--- config.mk ---
export PLATFORM = sky130hd
export DESIGN_NAME = cc_line_serializer
export DESIGN_NICKNAME = d
export VERILOG_FILES = /design/src/rtl/cc_pkg.sv /design/src/rtl/cc_byte_bank.sv /design/src/rtl/cc_phase_counter.sv /design/src/rtl/cc_line_serializer.sv
export SDC_FILE = /design/constraint.sdc
export NUM_CORES = 1
export LEC_CHECK = 0
export CELL_PAD_IN_SITES_DETAIL_PLACEMENT = 1
export CELL_PAD_IN_SITES_GLOBAL_PLACEMENT = 1
export CORE_UTILIZATION = 50
export CTS_CLUSTER_DIAMETER = 200
export DETAILED_ROUTE_END_ITERATION = 6
export DONT_BUFFER_PORTS = 1
export PLACE_DENSITY = 0.84
export REMOVE_ABC_BUFFERS = 1
export SLEW_MARGIN = 10
export SYNTH_ARGS = -nofsm -noshare
export SYNTH_HDL_FRONTEND = slang
export SYNTH_SLANG_ARGS = --single-unit
--- constraint.sdc ---
create_clock -name clk -period 4.4 [get_ports clk]
set_input_delay 0.88 -clock clk [delete_from_list [all_inputs] [get_ports clk]]
set_output_delay 0.88 -clock clk [all_outputs]
set_load 0.1 [all_outputs]
--- src/rtl/cc_pkg.sv ---
package cc_pkg;
    typedef enum logic [2:0] {
        ST_IDLE,
        ST_WAIT,
        ST_RUNIN,
        ST_FRAME,
        ST_DATA
    } cc_state_e;

    localparam int RUNIN_BITS = 14;
    localparam int FRAME_BITS = 3;
    localparam int DATA_BITS  = 16;
    localparam int TOTAL_BITS = RUNIN_BITS + FRAME_BITS + DATA_BITS;
    localparam int IDX_W      = $clog2(TOTAL_BITS);
endpackage

--- src/rtl/cc_byte_bank.sv ---
module cc_byte_bank #(
    parameter int BYTE_W = 8
) (
    input  logic              clk,
    input  logic              rst_n,
    input  logic [3:0]        wr_en,
    input  logic [BYTE_W-1:0] wr_data,
    input  logic              load,
    input  logic              load_odd,
    output logic [BYTE_W-1:0] tx_first,
    output logic [BYTE_W-1:0] tx_second
);
    logic [BYTE_W-1:0] pend_q [4];

    for (genvar g = 0; g < 4; g++) begin : g_pend
        always_ff @(posedge clk or negedge rst_n) begin
            if (!rst_n)
                pend_q[g] <= '0;
            else if (wr_en[g])
                pend_q[g] <= wr_data;
        end
    end

    always_ff @(posedge clk or negedge rst_n) begin
        if (!rst_n) begin
            tx_first  <= '0;
            tx_second <= '0;
        end else if (load) begin
            tx_first  <= load_odd ? pend_q[0] : pend_q[2];
            tx_second <= load_odd ? pend_q[1] : pend_q[3];
        end
    end
endmodule

--- src/rtl/cc_phase_counter.sv ---
module cc_phase_counter #(
    parameter int CNT_W = 16
) (
    input  logic             clk,
    input  logic             rst_n,
    input  logic             hold,
    input  logic [CNT_W-1:0] limit,
    output logic [CNT_W-1:0] phase,
    output logic             at_limit
);
    assign at_limit = (phase == limit);

    always_ff @(posedge clk or negedge rst_n) begin
        if (!rst_n)
            phase <= '0;
        else if (hold || at_limit)
            phase <= '0;
        else
            phase <= phase + 1'b1;
    end
endmodule

--- src/rtl/cc_line_serializer.sv ---
module cc_line_serializer
    import cc_pkg::*;
#(
    parameter int CNT_W  = 16,
    parameter int LINE_W = 10
) (
    input  logic              clk,
    input  logic              rst_n,
    input  logic              line_start,
    input  logic              field_odd,
    input  logic [LINE_W-1:0] line_num,
    input  logic [LINE_W-1:0] caption_line,
    input  logic [CNT_W-1:0]  start_delay,
    input  logic [CNT_W-1:0]  bit_period,
    input  logic [3:0]        wr_en,
    input  logic [7:0]        wr_data,
    output logic              ser_bit,
    output logic              bit_strobe,
    output logic              data_active,
    output logic              parity_err
);
    localparam logic [IDX_W-1:0] LAST_RUNIN = IDX_W'(RUNIN_BITS - 1);
    localparam logic [IDX_W-1:0] LAST_FRAME = IDX_W'(RUNIN_BITS + FRAME_BITS - 1);
    localparam logic [IDX_W-1:0] LAST_DATA  = IDX_W'(TOTAL_BITS - 1);
    localparam logic [IDX_W-1:0] DATA_BASE  = IDX_W'(RUNIN_BITS + FRAME_BITS);

    cc_state_e        state_q, state_d;
    logic [IDX_W-1:0] idx_q;
    logic [CNT_W-1:0] phase, limit, period_m1;
    logic             at_limit, trigger, in_tx;
    logic [7:0]       tx_first, tx_second, cur_byte;
    logic [IDX_W-1:0] data_pos;

    assign trigger   = (state_q == ST_IDLE) && line_start && (line_num == caption_line);
    assign in_tx     = (state_q == ST_RUNIN) || (state_q == ST_FRAME) || (state_q == ST_DATA);
    assign period_m1 = (bit_period == '0) ? '0 : bit_period - 1'b1;
    assign limit     = (state_q == ST_WAIT) ? start_delay : period_m1;

    cc_byte_bank #(.BYTE_W(8)) u_bank (
        .clk       (clk),
        .rst_n     (rst_n),
        .wr_en     (wr_en),
        .wr_data   (wr_data),
        .load      (trigger),
        .load_odd  (field_odd),
        .tx_first  (tx_first),
        .tx_second (tx_second)
    );

    cc_phase_counter #(.CNT_W(CNT_W)) u_phase (
        .clk      (clk),
        .rst_n    (rst_n),
        .hold     (state_q == ST_IDLE),
        .limit    (limit),
        .phase    (phase),
        .at_limit (at_limit)
    );

    // state register
    always_ff @(posedge clk or negedge rst_n) begin
        if (!rst_n) begin
            state_q <= ST_IDLE;
            idx_q   <= '0;
        end else begin
            state_q <= state_d;
            if (!in_tx)
                idx_q <= '0;
            else if (at_limit)
                idx_q <= idx_q + 1'b1;
        end
    end

    // next state
    always_comb begin
        state_d = state_q;
        unique case (state_q)
            ST_IDLE:  if (trigger)                          state_d = ST_WAIT;
            ST_WAIT:  if (at_limit)                         state_d = ST_RUNIN;
            ST_RUNIN: if (at_limit && idx_q == LAST_RUNIN)  state_d = ST_FRAME;
            ST_FRAME: if (at_limit && idx_q == LAST_FRAME)  state_d = ST_DATA;
            ST_DATA:  if (at_limit && idx_q == LAST_DATA)   state_d = ST_IDLE;
            default:                                        state_d = ST_IDLE;
        endcase
    end

    assign data_pos = idx_q - DATA_BASE;
    assign cur_byte = data_pos[3] ? tx_second : tx_first;

    // outputs
    always_comb begin
        ser_bit     = 1'b0;
        parity_err  = 1'b0;
        data_active = in_tx;
        bit_strobe  = in_tx && (phase == '0);
        unique case (state_q)
            ST_IDLE, ST_WAIT: ser_bit = 1'b0;
            ST_RUNIN:         ser_bit = ~idx_q[0];
            ST_FRAME:         ser_bit = (idx_q == LAST_FRAME);
            ST_DATA: begin
                ser_bit    = cur_byte[data_pos[2:0]];
                parity_err = ~^cur_byte;
            end
            default:          ser_bit = 1'b0;
        endcase
    end
endmodule

## Yosys cells after proc, flatten, opt, wreduce, memory -nomap -nowiden

Index checks and enable logic that the tools add are counted.

| word-level totals | value |
|---|---|
| flip-flop bits (word level) | 73 |
| bits of input ports | 68 |

| cells by class | value |
|---|---|
| add/subtract/negate cells | 4 |
| $lt $le $gt $ge | 1 |
| equal/unequal tests | 15 |
| mux-type cells | 18 |
| bitwise gates (word level) | 1 |
| reductions and logical operators | 14 |

Operators with widths:

| operator | count |
|---|---|
| $mux W16 | 3 |
| $logic_not A16 Y1 | 2 |
| $mux W8 | 3 |
| $add A16 B1 Y16 const B | 1 |
| $eq A16 B16 Y1 | 1 |
| $sub A16 B1 Y16 const B | 1 |
| $mux W3 | 5 |
| $pmux W3 S5 | 1 |
| $mux W6 | 2 |
| $eq A10 B10 Y1 | 1 |
| $reduce_xnor A8 Y1 | 1 |
| $add A6 B1 Y6 const B | 1 |
| $eq A3 B2 Y1 const B | 2 |
| $eq A6 B4 Y1 const B | 1 |
| $eq A6 B5 Y1 const B | 1 |
| $eq A6 B6 Y1 const B | 1 |
| $logic_and A1 B1 Y1 | 6 |
| $ne A2 B1 Y1 const B | 3 |
| $ne A2 B2 Y1 const B | 3 |
| $reduce_and A5 Y1 | 1 |
| $lt A3 B4 Y1 const B | 1 |
| $sub A4 B1 Y4 const B | 1 |
| $bmux W1 S3 | 1 |
| $eq A3 B1 Y1 const B | 1 |
| other kinds (6) | 9 |

## Logic depth before layout (Yosys ltp)

Gate-level depths: netlist of the first run.

| depth | value |
|---|---|
| word-level depth | 7 |
| depth in mapped cells | 14 |
| depth with buffers taken out | 11 |

## Hierarchy

From an unflattened synthesis of the first run, not the netlist that was laid out.

| unflattened totals | value |
|---|---|
| cells, all modules | 445 |
| area, all modules | 4458.0 µm² |

Modules (own cells, without submodules):

| module | times used | cells an instance | area each (µm²) |
|---|---|---|---|
| cc_byte_bank | 1 | 137 | 1926.8 |
| cc_line_serializer | 1 | 208 | 1549.0 |
| cc_phase_counter | 1 | 100 | 982.2 |

## Worst setup path after synthesis of the first run

Ideal clock, no wire load.

| timing path | value |
|---|---|
| path kind | register -> output |
| start | register idx_q[0] |
| end | output port ser_bit |
| arrival time | 3474 ps |
| required time | 3520 ps |
| slack | 46 ps |
| cell stages (with the launch flop) | 8 |
| path buffers | 1 |
| cells stage by stage | dfrtp_1 -> clkbuf_1 -> nor3_1 -> xnor2_1 -> mux2i_1 -> mux4_2 -> mux2_2 -> o22ai_1 |

| between the ends | value |
|---|---|
| longest elaborated chain between the ends | 5 |

Ends and longest elaborated chain:

| item | line | RTL |
|---|---|---|
| from (decl) | cc_line_serializer.sv:28 | `logic [IDX_W-1:0] idx_q;` |
| from (signal assigned) | cc_line_serializer.sv:69 | `idx_q <= idx_q + 1'b1;` |
| $sub A4 B1 Y4 | cc_line_serializer.sv:86 | `assign data_pos = idx_q - DATA_BASE;` |
| $mux W8 | cc_line_serializer.sv:87 | `assign cur_byte = data_pos[3] ? tx_second : tx_first;` |
| $bmux W1 S3 | cc_line_serializer.sv:100 | `ser_bit = cur_byte[data_pos[2:0]];` |
| $mux W1 (not written as such) | cc_line_serializer.sv:100 |  |
| $pmux W1 S3 (*) | cc_line_serializer.sv:95 | `unique case (state_q)` |
| to (decl) | cc_line_serializer.sv:17 | `output logic ser_bit,` |

Every way passes the cells marked *; elsewhere a longest branch is shown, timed or not. The select of a mux whose other input is x is not followed.

## Worst setup path after layout of the first run

Ends and elaborated chain as after synthesis.

==> impl_results.md, run 1 <==
* Largest family of logic cells by synthesized area: simple AND/OR/NAND/NOR gates
* EDFF count, synth at 0
* Post-synthesis cell area at 4721 um2
* Clk sinks at 73
* Final hold violations at 0
* Total power at 1344 uW
* CP startpoint kind: register
* Starting Density at 51.33%
* Most frequent cell after synthesis: dfrtp_1
* Vias at 3,647
* Peak supply drop at 0.0002545 V
* Setup violators final at 0
* Cts bufs inserted at 9
* Final min period at 3.968 ns
* Post-synth top cells: dfrtp_1, nor2_1, xnor2_1
* Critical path startpoint: idx_q[0]
* # H-tree levels at 3
* Total negative slack at 0 ns
* Mean area per synthesized cell at 9.654 um2
* Status: finished clean
* Area growth syn-to-layout at 5.062%
* Total grt overflow at 0
* Worst Reg2Reg Path Length in Cells at 9
* Worst Tran Pin Value at 0.9175 ns
* Arr. time, crit path at 3.09 ns
* Via-to-Cell Ratio at 6.171
* Synth Area in XOR/XNOR at 10.20%
* Largest area contributor in the netlist: dfrtp_1
* Sequential-to-total area share from yosys stat at 38.70%
* Post-synth ARST share at 100.0%
* Hold Crit Class: in2async
* Leak Pwr at 0.001945 uW
* R2R Setup Slk at 1.26 ns
* Hold buffer count at CTS at 0
* Fmax at 252.0 MHz
* Clock skew at 0.009211 ns
* Capturing point of the worst reg2reg path: u_phase.phase[14]
* GP Congestion at 0.8912
* Filler Cell Count at 1,017
* Row cnt at 35
* Ys Warns at 0
* Die area at 9834 um2
* Pwr Density at 271.0 nW/um2
* Crit Path Category: reg2out
* DPL Wire Length at 9.377 mm
* Post-CTS Setup Bufs at 0
* Yosys top cell area share at 38.70%
* Pins over their slew limit at 0
* Worst R2R Start: state_q[0]
* # IOs at 72
* Drt pass-1 iters at 4
* CTS clk-pin slew, worst paths at 0.08 ns
* Buffers added on ports at 0
* Resize count post-CTS at 0
* RSZ-0062 raised after global routing: false
* Hold_ws at 0.2178 ns
* Simple-gate share of the synthesized area at 19.16%
* Synth Flop Type: dfrtp_1
* Largest net degree at the start of global routing at 74
* CTS tree: built
* Slew HR at 38.83%
* Cell area after layout at 4960 um2
* Layout cells sized above 1 at 15.00%
* Yosys reg bits at 73
* WL final at 12.46 mm
* Core Region at 9196 um2
* Crit-path max FO at 8
* First-pass GRT wire length at 20.40 mm
* Vias in the first global route at 4,027
* Total track usage at 27.01%
* Post-synthesis mux area share at 14.76%
* Post-Syn Instances at 489
* Final Cycle Share at 90.19%
* Post-DRT Antenna Nets at 0
* Initial antenna violation count at 0
* Distinct cells, synth at 63
* Residual DRC at 0
* Worst setup path endpoint: ser_bit
* Largest cells by area after synthesis: dfrtp_1, mux2_2, xnor2_1
* Final Util at 53.93%
* Clock Path Buffers at 2
* Placed Area at 4791 um2
* Antenna cell count at 0
* Compound-Gate Fraction of Synth Area at 10.50%
* Wire length per cell at 21.08 um
* Nets@finish at 551
* Critical Path End Type: output pin
* Root buffer cell: clkbuf_8
* Adder-cell share of the synthesized area at 1.855%
* CP required at 3.52 ns
* MaxCap Viol Count at 0
* Initial drt markers at 171
* Clk Latency, worst-skew pair at 0.35 ns
* Die X-Extent at 99.17 um
* Die H at 99.17 um
==> logic make-up after synthesis <==
| family | Yosys count |
|---|---|
| AOI/OAI and AO/OA | 75 |
| muxes | 63 |
| and+or+nand+nor | 167 |
| xor gates and xnor gates | 55 |
| adders and majority gates | 7 |
| buffers and inverters | 49 |
| DFF | 73 |
==> metal layers <==
metal / share of wire (%) / up-vias / wire, um / GRT usage, %
met5: 0 / - / 0 / 0
met4: 1.9 / 0 / 233 / 9.615
met3: 4.1 / 19 / 506 / 4.708
met2: 54 / 84 / 6692 / 50.62
met1: 40 / 1819 / 5026 / 30.92
li1: - / 1725 / - / -
==> report_power, final <==
group | internal [uW] | switching [uW] | leakage, uW
logic | 81.7 | 68.4 | 0.000921
registers | 705 | 25.2 | 0.000946
clock network | 203 | 261 | 0.0000777
total | 989 | 355 | 0.00195
==> cell type report <==
type                       count  area, um2  share of cell area, %
timing repair buffer           7      72.57                  1.463
tap                          111      138.9                  2.800
sequential                    73       1827                  36.83
inverter                      18      67.56                  1.362
clock inverter                 6      45.04                 0.9082
multi-input combinational    367       2685                  54.14
clock buffer                   9      123.9                  2.497
==> through the flow <==
step                      std cells  setup slack [ns]
after floorplan                 458            0.1796
after global placement          576            0.6526
after detailed placement        576            0.5084
after CTS                       591            0.4475
after global routing            591            0.2747
final                           591            0.4316
==> placed cells by master (no fill, tap or decap), drive strengths merged, types with 15 or more instances in the layout <==
cell type | synthesis | layout
xor2 | 20 | 20
nand4 | 15 | 15
nor2 | 40 | 40
dfrtp | 73 | 73
o21ai | 21 | 21
nand3 | 15 | 15
mux2 | 33 | 33
nand2 | 34 | 34
mux2i | 28 | 28
inv | 18 | 19
xnor2 | 35 | 35
a21oi | 17 | 17
==> worst max-delay path, cell delays in order (launching register included) <==
cell and delay, ns:
dfrtp_1 0.55, nor3_1 0.11, xnor2_1 0.60, mux2i_1 0.21, mux4_2 0.49, mux2_2 0.29
o22ai_2 0.16, buf_4 0.31
==> state kept, by name, indices dropped and copies added, names as in the netlist <==
| signal | cells |
|---|---|
| idx_q | 6 |
| state_q | 3 |
| u_bank.pend_q | 32 |
| u_bank.tx_first | 8 |
| u_bank.tx_second | 8 |
| u_phase.phase | 16 |
==> worst min path at each step <==
stage | from | to | slack [ns] | depth (start not counted)
4_1_cts | rst_n | state_q[0] | 0.21 | 0
5_1_grt | rst_n | idx_q[0] | 0.20 | 0
3_5_place_dp | u_bank.pend_q[7] | u_bank.pend_q[7] | 0.50 | 1
6_report | rst_n | state_q[1] | 0.22 | 0
3_3_place_gp | u_bank.pend_q[4] | u_bank.pend_q[4] | 0.49 | 1
2_1_floorplan | u_phase.phase[0] | u_phase.phase[0] | 0.48 | 1
No activity file was read; power rests on OpenSTA's default activity.
==> run 2: changes to the inputs <==
==> constraint.sdc (replaced) <==
create_clock -name clk -period 4.8 [get_ports clk]
set_input_delay 0.96 -clock clk [delete_from_list [all_inputs] [get_ports clk]]
set_output_delay 0.96 -clock clk [all_outputs]
set_load 0.1 [all_outputs]
==> run 2 against run 1 <==
Net effect: register-to-register slack better by 0.49 ns; routed wire length down 2.1%; non-clock buffer count down 3; critical path depth unchanged; hold slack better by 0.082 ns; via count up 2.3%; sequential power down 8.6%; clock-buffer cell count unchanged; global-route usage down 0.81 points; largest power group unchanged; final cell count down 0.51%; power down 9.0%; clock skew about the same.
==> impl_results.md, run 2 (synthesized netlist as in run 1, its figures left out) <==
* Status: finished clean
* Hold Crit Class: in2async
* Row cnt at 35 (unchanged)
* Final Cycle Share at 84.49%
* Most flop-heavy register: u_bank.pend_q
* Final hold violations at 0 (unchanged)
* Worst path slowest cell: xnor2_1
* Drt pass-1 iters at 4 (unchanged)
* Switch share at 25.89% (-0.50 points)
* First-pass GRT wire length at 20.00 mm (-1.9%)
* Area of the multi-input gates at 2685 um2 (unchanged)
* Crit Path Category: reg2out
* Final min period at 4.055 ns
* DPL Wire Length at 9.213 mm (-1.8%)
* Nets@finish at 548 (-0.54%)
* Crit path cell chain: nor3_1, xnor2_1, mux2i_1, mux4_2, mux2_2, o22ai_2, buf_4
* Layout cells sized above 1 at 14.47% (-0.53 points)
* Initial drt markers at 117 (-32%)
* P_int at 906.6 uW (-8.4%)
* Seq pwr share at 54.6% (+0.3 points)
* Most common library cell in the layout ignoring fill and taps: dfrtp_1
* Clk Latency, worst-skew pair at 0.35 ns (about the same)
* Clock Path Buffers at 2 (unchanged)
* Post-DRT Antenna Nets at 0 (unchanged)
* Residual DRC at 0 (unchanged)
* Pins over their slew limit at 0 (unchanged)
* Core Region at 9196 um2 (unchanged)
* Starting Density at 51.33% (unchanged)
* Hold buffer count at CTS at 0 (unchanged)
* Die H at 99.17 um (unchanged)
* Antenna cell count at 0 (unchanged)
* Gate power share at 11.1% (about the same)
* # H-tree levels at 3 (unchanged)
* Vias at 3,730 (+2.3%)
* Root buffer cell: clkbuf_8
* Wire length per cell at 20.74 um (-1.6%)
* Pwr Density at 247.8 nW/um2 (-8.6%)
* Placed Cells at 573 (-0.52%)
* Storage cell area at 1827 um2 (unchanged)
* CTS tree: built
* Final Util at 53.69% (-0.24 points)
* Clock skew at 0.009473 ns (+0.0002622 ns)
* Arr. time, crit path at 3.10 ns (about the same)
* Total track usage at 26.20% (-0.81 points)
* Area growth syn-to-layout at 4.585%
* Cell area after layout at 4937 um2 (-0.45%)
* WL final at 12.20 mm (-2.1%)
* # IOs at 72 (unchanged)
* Critical Path End Type: output pin
* CP startpoint kind: register
* Placed Area at 4768 um2 (-0.47%)
* CTS clk-pin slew, worst paths at 0.08 ns (about the same)
* Peak supply drop at 0.0001995 V (-22%)
* Post-CTS Setup Bufs at 0 (unchanged)
* Via-to-Cell Ratio at 6.344 (+2.8%)
* Filler Cell Count at 1,031 (+1.4%)
* Worst path max stage delay at 0.61 ns (about the same)
* Net Sw Power at 316.7 uW (-11%)
* Worst Tran Pin Value at 1.050 ns (+0.1321 ns)
* Cts bufs inserted at 9 (unchanged)
* GP Congestion at 0.9364 (+5.1%)
* Fmax at 246.6 MHz
* Die area at 9834 um2 (unchanged)
* Total grt overflow at 0 (unchanged)
* Power share of the clock group at 34.3% (-0.2 points)
* Leak Pwr at 0.001929 uW (-0.84%)
* Clk sinks at 73 (unchanged)
* Max reg flops at 32 (unchanged)
* Initial antenna violation count at 0 (unchanged)
* Commonest non-fill, non-tap cells in the layout: dfrtp_1, nor2_1, xnor2_1
* CP required at 3.84 ns (+0.32 ns)
* Non-Filler Instances at 588 (-0.51%)
* Largest net degree at the start of global routing at 74 (unchanged)
* Buffers added on ports at 0 (unchanged)
* Biggest registers after layout: u_bank.pend_q x32, u_phase.phase x16
* Slew HR at 29.95% (-8.9 points)
* Total negative slack at 0 ns (unchanged)
* Die X-Extent at 99.17 um (unchanged)
* Crit-path max FO at 8 (unchanged)
* Setup violators final at 0 (unchanged)
* Resize count post-CTS at 0 (unchanged)
* MaxCap Viol Count at 0 (unchanged)
* Worst Reg2Reg Path Length in Cells at 9 (unchanged)
* RSZ-0062 raised after global routing: false
* Vias in the first global route at 4,030 (+0.074%)
-- run 2: layout make-up --
| cell class | count | share of cell area [%] |
|---|---|---|
| multi-input combinational | 367 | 54.38 |
| sequential | 73 | 37.00 |
| tap | 111 | 2.813 |
| clock buffer | 9 | 2.509 |
| inverter | 18 | 1.368 |
| timing repair buffer | 4 | 1.014 |
| clock inverter | 6 | 0.9123 |
-- run 2: critical path: cells and delay by family (launching register included) --
| family | cells | cell delay [ns] |
|---|---|---|
| multiplexers | 3 | 0.99 |
| XOR/XNOR | 1 | 0.61 |
| flip-flops | 1 | 0.55 |
| buffers and inverters | 1 | 0.31 |
| AO/OA/AOI/OAI | 1 | 0.17 |
| AND/OR/NAND/NOR | 1 | 0.11 |
-- run 2: metrics by stage --
| step | total power [uW] | setup slack [ns] | hold WS [ns] |
|---|---|---|---|
| 4_1_cts | 1236 | 0.7319 | 0.2905 |
| 6_report | 1223 | 0.7446 | 0.2997 |
| 2_1_floorplan | 780.1 | 0.4996 | 0.4754 |
| 3_5_place_dp | 814.9 | 0.8519 | 0.4959 |
| 5_1_grt | 1272 | 0.6065 | 0.2884 |
| 3_3_place_gp | 801.2 | 0.9652 | 0.4881 |
-- run 2: final timing paths --
| path | from | end | slack (ns) |
|---|---|---|---|
| worst max register to register | state_q[0] | u_phase.phase[7] | 1.75 |
| worst max-delay path | idx_q[0] | ser_bit | 0.74 |
| min in group clk | u_bank.pend_q[19] | u_bank.pend_q[19] | 0.51 |
| worst min-delay path | rst_n | state_q[0] | 0.30 |
| max in group asynchronous | rst_n | u_bank.pend_q[27] | 4.37 |
| worst min register to register | u_bank.pend_q[19] | u_bank.pend_q[19] | 0.51 |
-- run 2: power groups by stage --
| stage | logic [uW] | registers, uW | clock network (uW) |
|---|---|---|---|
| 2_1_floorplan | 109 | 671 | 0 |
| 3_3_place_gp | 127 | 674 | 0 |
| 3_5_place_dp | 135 | 680 | 0 |
| 4_1_cts | 137 | 668 | 431 |
| 5_1_grt | 148 | 671 | 453 |
| 6_report | 136 | 667 | 420 |
-- run 2: layer usage --
layer  part of all wire [%]  track usage [%]  up-vias
met5                      0                0        -
met4                    2.1            9.615        0
met3                    3.9            4.498       27
met2                     54            48.04       81
met1                     40            30.83     1905
li1                       -                -     1717
==> run 3: changes to the inputs <==
--- a/config.mk
+++ b/config.mk
@@ -5,13 +5,14 @@
 export SDC_FILE = /design/constraint.sdc
 export NUM_CORES = 1
 export LEC_CHECK = 0
+export ABC_AREA = 1
 export CELL_PAD_IN_SITES_DETAIL_PLACEMENT = 1
 export CELL_PAD_IN_SITES_GLOBAL_PLACEMENT = 1
-export CORE_UTILIZATION = 50
+export CORE_UTILIZATION = 46
 export CTS_CLUSTER_DIAMETER = 200
 export DETAILED_ROUTE_END_ITERATION = 6
 export DONT_BUFFER_PORTS = 1
-export PLACE_DENSITY = 0.84
+export PLACE_DENSITY = 0.83
 export REMOVE_ABC_BUFFERS = 1
 export SLEW_MARGIN = 10
 export SYNTH_ARGS = -nofsm -noshare
==> constraint.sdc (replaced) <==
create_clock -name clk -period 3.75 [get_ports clk]
set_input_delay 0.75 -clock clk [delete_from_list [all_inputs] [get_ports clk]]
set_output_delay 0.75 -clock clk [all_outputs]
set_load 0.1 [all_outputs]
==> run 3 against run 2 <==
Net effect: final area is 4.7% higher; global-route usage is 1.1 points lower; synthesized cell count increased by 37%; clock power rose by 57%; register-to-register slack got worse by 0.83 ns; sequential share of layout area decreased by 1.6 points; final cell count increased by 37%; largest power group is now combinational cells.
==> impl_results.md, run 3 <==
* Status: finished clean
* Clk sinks at 73 (unchanged)
* Post-synth top cells: nand2_1, dfrtp_1, inv_1
* R2R Setup Slk at 0.92 ns (-0.83 ns)
* Filler Cell Count at 1,297 (+26%)
* CP dominant cell by count: xor2_1
* Total grt overflow at 0 (unchanged)
* CTS clk-pin slew, worst paths at 0.09 ns (about the same)
* Post-DRT Antenna Nets at 0 (unchanged)
* Clock skew at 0.01412 ns (+0.004648 ns)
* Commonest non-fill, non-tap cells in the layout: nand2_1, dfrtp_1, inv_1
* Wire length per cell at 15.98 um (-23%)
* Die X-Extent at 104.1 um (+5.0%)
* Max reg flops at 32 (unchanged)
* Mean area per synthesized cell at 7.158 um2 (-26%)
* Capturing point of the worst reg2reg path: state_q[0]
* Vias at 4,374 (+17%)
* Post-synthesis cell area at 4796 um2 (+1.6%)
* Critical Path End Type: output pin
* Final Cycle Share at 94.01%
* Arr. time, crit path at 2.78 ns (-0.32 ns)
* Setup violators final at 0 (unchanged)
* DPL Wire Length at 9.920 mm (+7.7%)
* Pwr Density at 573.7 nW/um2 (+130%)
* RSZ-0062 raised after global routing: false
* Drt pass-1 iters at 4 (unchanged)
* Die area at 10,840 um2 (+10%)
* Peak supply drop at 0.0003057 V (+53%)
* Crit-path max FO at 11 (+3)
* Core Region at 9955 um2 (+8.2%)
* Area growth syn-to-layout at 7.775%
* GP Congestion at 0.9109 (-2.7%)
* Worst Tran Pin Value at 1.019 ns (-0.03031 ns)
* Synth Flop Type: dfrtp_1
* First-pass GRT wire length at 21.85 mm (+9.2%)
* Buffers added on ports at 0 (unchanged)
* Most frequent cell after synthesis: nand2_1
* Residual DRC at 0 (unchanged)
* Biggest registers after layout: u_bank.pend_q x32, u_phase.phase x16
* Via-to-Cell Ratio at 5.413 (-15%)
* CP required at 3.00 ns (-0.84 ns)
* Clk Latency, worst-skew pair at 0.34 ns (about the same)
* Nets@finish at 745 (+36%)
* Slew HR at 31.63% (+1.7 points)
* Root buffer cell: clkbuf_8
* Yosys reg bits at 73 (unchanged)
* Ys Warns at 0 (unchanged)
* CP startpoint kind: register
* Cts bufs inserted at 9 (unchanged)
* Crit Path Category: reg2out
* Hold Crit Class: in2async
* Total track usage at 25.14% (-1.1 points)
* WL final at 12.91 mm (+5.9%)
* Worst Reg2Reg Path Length in Cells at 14 (+5)
* Row cnt at 36 (+2.9%)
* # H-tree levels at 3 (unchanged)
* Distinct cells, synth at 43 (-32%)
* CTS tree: built
* Largest area contributor in the netlist: dfrtp_1
* Pins over their slew limit at 0 (unchanged)
* Most flop-heavy register: u_bank.pend_q
* MaxCap Viol Count at 0 (unchanged)
* Min setup slack post-route at 0.2247 ns (-0.5199 ns)
* EDFF count, synth at 0 (unchanged)
* Vias in the first global route at 4,657 (+16%)
* Sequential-to-total area share from yosys stat at 38.09% (-0.61 points)
* Largest cells by area after synthesis: dfrtp_1, nand2_1, o21ai_0
* Starting Density at 48.18% (-3.2 points)
* Most common library cell in the layout ignoring fill and taps: nand2_1
* Total power at 2965 uW (+140%)
* Leak Pwr at 0.002431 uW (+26%)
* Worst path slowest cell: dfrtp_2
* Fmax at 283.7 MHz
* Hold buffer count at CTS at 0 (unchanged)
* # IOs at 72 (unchanged)
* Largest net degree at the start of global routing at 74 (unchanged)
* Final min period at 3.525 ns
* Layout cells sized above 1 at 10.67% (-3.8 points)
* Post-synth ARST share at 100.0% (unchanged)
* Worst path max stage delay at 0.49 ns (-0.12 ns)
* Yosys top cell area share at 38.09% (-0.61 points)
* Initial antenna violation count at 0 (unchanged)
* Clock Path Buffers at 2 (unchanged)
* Crit path cell chain: inv_2, nand3_1, xor2_1, buf_4, mux2_2, xor2_1, xor2_1, o21ai_1, a21oi_2, buf_12
* Initial drt markers at 205 (+75%)
* Final hold violations at 0 (unchanged)
* Antenna cell count at 0 (unchanged)
* Worst R2R Start: state_q[1]
* Post-Place Worst Slack at 0.5261 ns (-0.3257 ns)
* Die H at 104.1 um (+5.0%)
* Post-Syn Instances at 670 (+37%)
-- run 3: logic make-up (layout without fill, tap and decap cells) --
| family | Yosys count | after routing | synth area share, % |
|---|---|---|---|
| AOI/OAI and AO/OA | 89 | 89 | 9.992 |
| buffers and inverters | 92 | 97 | 7.722 |
| and+or+nand+nor | 370 | 370 | 34.20 |
| xor gates and xnor gates | 18 | 18 | 3.287 |
| adders and majority gates | 7 | 7 | 1.826 |
| muxes | 21 | 21 | 4.879 |
| DFF | 73 | 73 | 38.09 |
-- run 3: power by group --
group / leakage [uW] / internal [uW] / switching [uW]
clock network: 0.000104 / 334 / 326
registers: 0.000944 / 870 / 82.6
logic: 0.00138 / 434 / 919
-- run 3: metal layers --
metal	part of all wire, %	track usage, %	vias to the layer above
li1	-	-	2163
met1	45	30.90	2117
met2	50	44.71	76
met3	3.2	4.386	18
met4	2.0	7.857	0
met5	0	0	-
-- run 3: worst max path at each step --
| stage | cells after the start | to | start |
|---|---|---|---|
| final | 10 | parity_err | idx_q[0] |
| after global routing | 10 | parity_err | idx_q[0] |
| after CTS | 10 | parity_err | idx_q[0] |
| after detailed placement | 10 | parity_err | idx_q[0] |
| after global placement | 10 | parity_err | idx_q[0] |
| after floorplan | 3 | bit_strobe | state_q[1] |
-- run 3: what timing repair did --
item / CTS / global route
endpoints found under the setup margin: 0 / 1
buffers inserted: 0 / 1
hold endpoints to repair: 0 / 0
gates resized for setup: 0 / 1
-- run 3: cell type report --
class	instances	area (um2)	area share [%]
clock inverters	6	72.57	1.404
well taps	133	166.4	3.220
clock buffers	10	137.6	2.663
multi-input cells	505	2609	50.47
inverters	76	285.3	5.519
repair buffers	5	70.07	1.356
flip-flops and latches	73	1828	35.37
-- run 3: stage by stage --
step	cells	setup TNS [ns]	util (%)	area, um2	hold slack [ns]
6_report	808	0	51.92	5169	0.09405
5_1_grt	808	0	51.92	5169	0.07093
4_1_cts	807	0	51.84	5160	0.07323
3_5_place_dp	791	0	49.72	4950	0.4587
3_3_place_gp	791	0	49.72	4950	0.4586
2_1_floorplan	654	-1.334	-	4711	0.4476
-- run 3: worst max-delay path: cells and delay by family (launching register included) --
family / cells / cell delay [ns]
flip-flops: 1 / 0.49
multiplexers: 1 / 0.38
buffers and inverters: 3 / 0.57
AO/OA/AOI/OAI: 2 / 0.32
XOR/XNOR: 3 / 0.55
AND/OR/NAND/NOR: 1 / 0.11
